## src/rtl/dtx_pkg.sv

```systemverilog
package dtx_pkg;

    typedef enum logic [1:0] {
        CMB_AND  = 2'b00,
        CMB_OR   = 2'b01,
        CMB_NOR  = 2'b10,
        CMB_NAND = 2'b11
    } combine_e;

    typedef enum logic [1:0] {
        SUB_NORMAL   = 2'b00,
        SUB_PINGPONG = 2'b01,
        SUB_FORCE0   = 2'b10,
        SUB_FORCE1   = 2'b11
    } submode_e;

    typedef enum logic {
        PH_SHORT = 1'b0,
        PH_LONG  = 1'b1
    } phase_e;

    typedef struct packed {
        logic enable;
        logic run;
    } tmr_ctl_t;

    function automatic logic merge_levels(input combine_e sel, input logic a, input logic b);
        logic r;
        case (sel)
            CMB_AND:  r = a & b;
            CMB_OR:   r = a | b;
            CMB_NOR:  r = ~(a | b);
            default:  r = ~(a & b);
        endcase
        return r;
    endfunction

endpackage

```

## src/rtl/dtx_down_timer.sv

```systemverilog
module dtx_down_timer #(
    parameter int W = 8
) (
    input  logic         clk,
    input  logic         rst,
    input  logic         enable,
    input  logic         run,
    input  logic         init_lvl,
    input  logic [W-1:0] reload,
    output logic         out,
    output logic         tc
);
    localparam logic [W-1:0] ZERO = '0;

    logic [W-1:0] cnt;
    logic         started;

    assign tc = enable && started && run && (cnt == ZERO);

    always_ff @(posedge clk) begin
        if (rst) begin
            cnt     <= ZERO;
            started <= 1'b0;
            out     <= 1'b1;
        end else if (!enable) begin
            started <= 1'b0;
            cnt     <= reload;
            out     <= ~init_lvl;
        end else if (!started) begin
            started <= 1'b1;
            cnt     <= reload;
            out     <= init_lvl;
        end else if (run) begin
            if (cnt == ZERO) begin
                cnt <= reload;
                out <= ~out;
            end else begin
                cnt <= cnt - 1'b1;
            end
        end
    end


    idle_level_chk: assert property (@(posedge clk) disable iff (rst)
        !enable |=> (out == ~$past(init_lvl)));


    start_level_chk: assert property (@(posedge clk) disable iff (rst)
        (enable && !started) |=> (out == $past(init_lvl)));


    wrap_reload_chk: assert property (@(posedge clk) disable iff (rst)
        tc |=> ((cnt == $past(reload)) && (out != $past(out))));


    stopped_hold_chk: assert property (@(posedge clk) disable iff (rst)
        (enable && started && !run) |=> ($stable(out) && $stable(cnt)));

endmodule

```

## src/rtl/dtx_pingpong_seq.sv

```systemverilog
module dtx_pingpong_seq
    import dtx_pkg::*;
(
    input  logic     clk,
    input  logic     rst,
    input  submode_e submode,
    input  logic     short_en,
    input  logic     long_en,
    input  logic     short_tc,
    input  logic     long_tc,
    output tmr_ctl_t short_ctl,
    output tmr_ctl_t long_ctl
);
    phase_e phase;
    logic   pp_on;

    assign pp_on = (submode == SUB_PINGPONG) && short_en && long_en;

    always_ff @(posedge clk) begin
        if (rst || !pp_on) begin
            phase <= PH_SHORT;
        end else if (phase == PH_SHORT && short_tc) begin
            phase <= PH_LONG;
        end else if (phase == PH_LONG && long_tc) begin
            phase <= PH_SHORT;
        end
    end

    always_comb begin
        short_ctl = '{enable: short_en, run: 1'b1};
        long_ctl  = '{enable: long_en,  run: 1'b1};
        case (submode)
            SUB_PINGPONG: begin
                short_ctl = '{enable: short_en && long_en, run: phase == PH_SHORT};
                long_ctl  = '{enable: short_en && long_en, run: phase == PH_LONG};
            end
            SUB_FORCE0, SUB_FORCE1: begin
                long_ctl = '{enable: 1'b0, run: 1'b0};
            end
            default: ;
        endcase
    end


    single_wrap_chk: assert property (@(posedge clk) disable iff (rst)
        pp_on |-> !(short_tc && long_tc));


    handoff_chk: assert property (@(posedge clk) disable iff (rst)
        (pp_on && short_tc && phase == PH_SHORT) |=> (phase == PH_LONG || !pp_on));

endmodule

```

## src/rtl/dtx_combiner.sv

```systemverilog
module dtx_combiner
    import dtx_pkg::*;
#(
    parameter int SHORT_W = 8,
    parameter int LONG_W  = 16
) (
    input  logic               clk,
    input  logic               rst,
    input  logic               short_en,
    input  logic               long_en,
    input  logic [SHORT_W-1:0] short_reload,
    input  logic [LONG_W-1:0]  long_reload,
    input  logic [1:0]         combine_sel,
    input  logic [1:0]         submode_sel,
    input  logic               short_init,
    input  logic               long_init,
    output logic               short_out,
    output logic               long_out,
    output logic               tx_out
);
    submode_e submode;
    combine_e cmb;
    tmr_ctl_t short_ctl, long_ctl;
    logic     short_tc, long_tc;
    logic     long_raw;
    logic     short_init_q, long_init_q;
    logic     both_idle;

    assign submode   = submode_e'(submode_sel);
    assign cmb       = combine_e'(combine_sel);
    assign both_idle = !short_en && !long_en;

    always_ff @(posedge clk) begin
        if (rst) begin
            short_init_q <= 1'b0;
            long_init_q  <= 1'b0;
        end else if (both_idle) begin
            short_init_q <= short_init;
            long_init_q  <= long_init;
        end
    end

    dtx_pingpong_seq seq_i (
        .clk       (clk),
        .rst       (rst),
        .submode   (submode),
        .short_en  (short_en),
        .long_en   (long_en),
        .short_tc  (short_tc),
        .long_tc   (long_tc),
        .short_ctl (short_ctl),
        .long_ctl  (long_ctl)
    );

    dtx_down_timer #(.W(SHORT_W)) short_tmr_i (
        .clk      (clk),
        .rst      (rst),
        .enable   (short_ctl.enable),
        .run      (short_ctl.run),
        .init_lvl (short_init_q),
        .reload   (short_reload),
        .out      (short_out),
        .tc       (short_tc)
    );

    dtx_down_timer #(.W(LONG_W)) long_tmr_i (
        .clk      (clk),
        .rst      (rst),
        .enable   (long_ctl.enable),
        .run      (long_ctl.run),
        .init_lvl (long_init_q),
        .reload   (long_reload),
        .out      (long_raw),
        .tc       (long_tc)
    );

    always_comb begin
        case (submode)
            SUB_FORCE0: long_out = 1'b0;
            SUB_FORCE1: long_out = 1'b1;
            default:    long_out = long_raw;
        endcase
    end

    assign tx_out = merge_levels(cmb, short_out, long_out);


    init_latch_chk: assert property (@(posedge clk) disable iff (rst)
        !$past(both_idle) |-> ($stable(short_init_q) && $stable(long_init_q)));


    force_level_chk: assert property (@(posedge clk) disable iff (rst)
        (submode_sel[1]) |-> (long_out == submode_sel[0]));

endmodule

```

## config.mk

```make
export PLATFORM = sky130hd
export DESIGN_NAME = dtx_combiner
export DESIGN_NICKNAME = d
export VERILOG_FILES = /design/src/rtl/dtx_pkg.sv /design/src/rtl/dtx_down_timer.sv /design/src/rtl/dtx_pingpong_seq.sv /design/src/rtl/dtx_combiner.sv
export SDC_FILE = /design/constraint.sdc
export NUM_CORES = 1
export LEC_CHECK = 0
export ABC_CLOCK_PERIOD_IN_PS = 6270
export BUFFER_PORTS_ARGS = -buffer_cell sky130_fd_sc_hd__buf_4
export CORE_UTILIZATION = 60
export CTS_CLUSTER_DIAMETER = 50
export DETAILED_ROUTE_END_ITERATION = 7
export GPL_ROUTABILITY_DRIVEN = 0
export GPL_TIMING_DRIVEN = 0
export PLACE_DENSITY = 0.82
export SLEW_MARGIN = 40
export SYNTH_ARGS = -nofsm -noshare
export SYNTH_HDL_FRONTEND = slang
export SYNTH_SLANG_ARGS = --single-unit
```

## constraint.sdc

```tcl
create_clock -name clk -period 6.27 [get_ports clk]
set_input_delay 1.5675 -clock clk [delete_from_list [all_inputs] [get_ports clk]]
set_output_delay 1.5675 -clock clk [all_outputs]
set_load 0.05 [all_outputs]
```

==> results.cfg <==
[pwr]
power.density_mw_per_mm2 = 181
leakage_nw = 0.890
irDropWorstVdd_mv = 0.118
pwr-share-clk_pct = 25.1
internal-power_mw = 0.293
p_comb_share_pct = 22.8
power_frac_seq_pct = 52.1
p_switching_mw = 0.136
finalPower_mw = 0.428
power_switching_share_pct = 31.7

[detailed_routing]
drtIter0Drc = 224
num_vias = 2222
route.detailed.drc = 0
final_antenna_net_count = 0
wl_um = 5300
vias_per_cell = 6.65
wl_per_cell_um = 15.9
first_pass_iters = 5

[cells_and_area]
final_common_cell = buf_4
fin_area_mm2 = 0.00237
fin_nets = 329
areaGrowthSynthToFinish_pct = 18.3
drive_gt1_share_pct = 19.0
n_antenna_cell = 0
most-common-layout-cells = buf_4, dfxtp_1, nor2_1

[worst_setup_path]
path_max_fanout = 6
crit_required_ns = 4.70
crit_type = in2out
crit_arrival_ns = 2.61
crit_path_end_kind = output pin
startpoint_type = input pin
reg2reg_depth = 6
r2r-start = long_tmr_i.cnt[0]
r2r_end = long_tmr_i.cnt[10]
r2r_slack_ns = 3.75

[worst_hold_path]
min_from = short_tmr_i.cnt[6]
hold_depth = 2
hold_path_class = reg2reg
hold_path_end = short_tmr_i.cnt[6]

[synth]
synth-adder-area-share_pct = 2.50
ys_warn_count = 0
synth_mux_area_share_pct = 2.50
synth_area_mm2 = 0.00200
synth_edf_count = 0
synth-async-reset-ratio_pct = 0
seq_area_frac_synth_pct = 31.0
synth_simple_gate_area_share_pct = 30.4
yosysUniqueCellTypes = 51
synth_top_family_by_area = simple AND/OR/NAND/NOR gates
synth_compound_area_share_pct = 28.5
synth_xor_area_share_pct = 0
ys_ff_latch = 31
synth.avg_cell_area_um2 = 8.07
synthFlopType = dfxtp_1
synthesis.nets = 286
syn_inst = 248

[placement]
portBuffers = 36
dpl_cell_area_mm2 = 0.00233
dp_hpwl_um = 3880

[cts]
post_cts_resized = 0
clk-insertion-delay-late_ns = 0.33
htreeDepth = 2
cts_made_buffers = 5
clock_path_buffers = 2
path_clk_slew_ns = 0.10
ctsHoldBuffers = 0
cts_setup_buffers = 0
root_buffer = clkbuf_4
clock-sinks = 31
cts_tree = built

[global_routing]
antenna_found_initial = 0
grt_pass1_wl_um = 8740
grt_max_degree = 11
grt.total_usage_pct = 32.6
overflow = 0
grt_pass1_vias = 1924

[die]
die_h_um = 59.7
start_util_pct = 64.5
core-area_mm2 = 0.00310
num_rows = 20
chipWidth_um = 59.7
io_pins = 37
dieArea_mm2 = 0.00357

[sta]
final-max-slew-violation-count = 0
period_needed_ns = 4.17
setup_viol = 0
slew-limit-headroom_pct = 49.7
clock_skew_ns = 0.0113
worst_slew_pin_slew_ns = 0.745
rsz0062_at_grt = no
min_period_over_period_pct = 66.6
whs_ns = 0.491
finalHoldViolCount = 0
finalSetupTns_ns = 0
max_freq_mhz = 240

[outcome]
status = finished, final reports clean

[run]
maxCapViolCount = 0
flip-flops by register name, indices dropped and copies added (netlist names):
name / cells
long_tmr_i.cnt: 16
short_tmr_i.cnt: 8
long_init_q: 1
long_tmr_i.out: 1
long_tmr_i.started: 1
seq_i.phase: 1
short_init_q: 1
short_tmr_i.out: 1
short_tmr_i.started: 1
cell families after synthesis:
kind of cell / Yosys count
buf+inv: 23
mux: 5
simple gates: 105
fa+ha+maj: 4
flops: 31
compound gates: 80
Yosys cell counts, types with 6 or more instances:
cell	instances	area [µm²]
a21oi_1	14	70.1
dfxtp_1	31	621
a31oi_1	6	37.5
nand3_1	8	40.0
o21ai_0	12	60.1
nand2_1	9	33.8
nand4_1	7	43.8
inv_1	13	48.8
clkbuf_1	7	26.3
nor3_1	21	105
nor2_1	25	93.8
a211oi_1	12	90.1
final cells by class:
cell class	count	area (µm²)
inverters	13	48.8
repair buffers	36	270
well taps	44	55.1
fillers	265	736
clock buffers	6	41.3
plain buffers	10	52.6
multi-input cells	194	1280
flip-flops and latches	31	621
critical path, cell delays in order:
cell and delay (ns):
buf_4 0.11, mux2i_1 0.36, nor2b_1 0.09, a211oi_1 0.22
a21oi_1 0.06, buf_4 0.19
power by group through the flow:
stage	Combinational (mW)	Sequential, mW	Clock [mW]
after global placement	0.0943	0.227	0
after floorplan	0.0609	0.225	0
after detailed placement	0.0960	0.227	0
after CTS	0.0963	0.222	0.108
final	0.0979	0.223	0.107
after global routing	0.107	0.225	0.117
per-layer routing:
layer / vias to the layer above / GRT usage [%] / part of all wire [%]
met4: 0 / 12.3 / 2.0
li1: 1058 / - / -
met5: - / 0 / 0
met3: 15 / 6.06 / 11
met1: 1018 / 46.5 / 44
met2: 131 / 48.4 / 43
worst max-delay path by stage:
stage	startpoint	to	slack, ns	cells after the start
global route	submode_sel[1]	tx_out	1.93	6
finish	submode_sel[1]	tx_out	2.10	6
detailed placement	submode_sel[1]	tx_out	2.09	6
floorplan	submode_sel[1]	tx_out	1.92	3
CTS	submode_sel[1]	tx_out	2.09	6
global placement	submode_sel[1]	tx_out	2.11	6
metrics by stage:
stage	cells	setup slack (ns)	util, %
floorplan	248	1.92	-
global placement	328	2.11	75.0
detailed placement	328	2.09	75.0
CTS	334	2.09	76.3
global route	334	1.93	76.3
finish	334	2.10	76.3
Power figures use the tool's default switching activity.
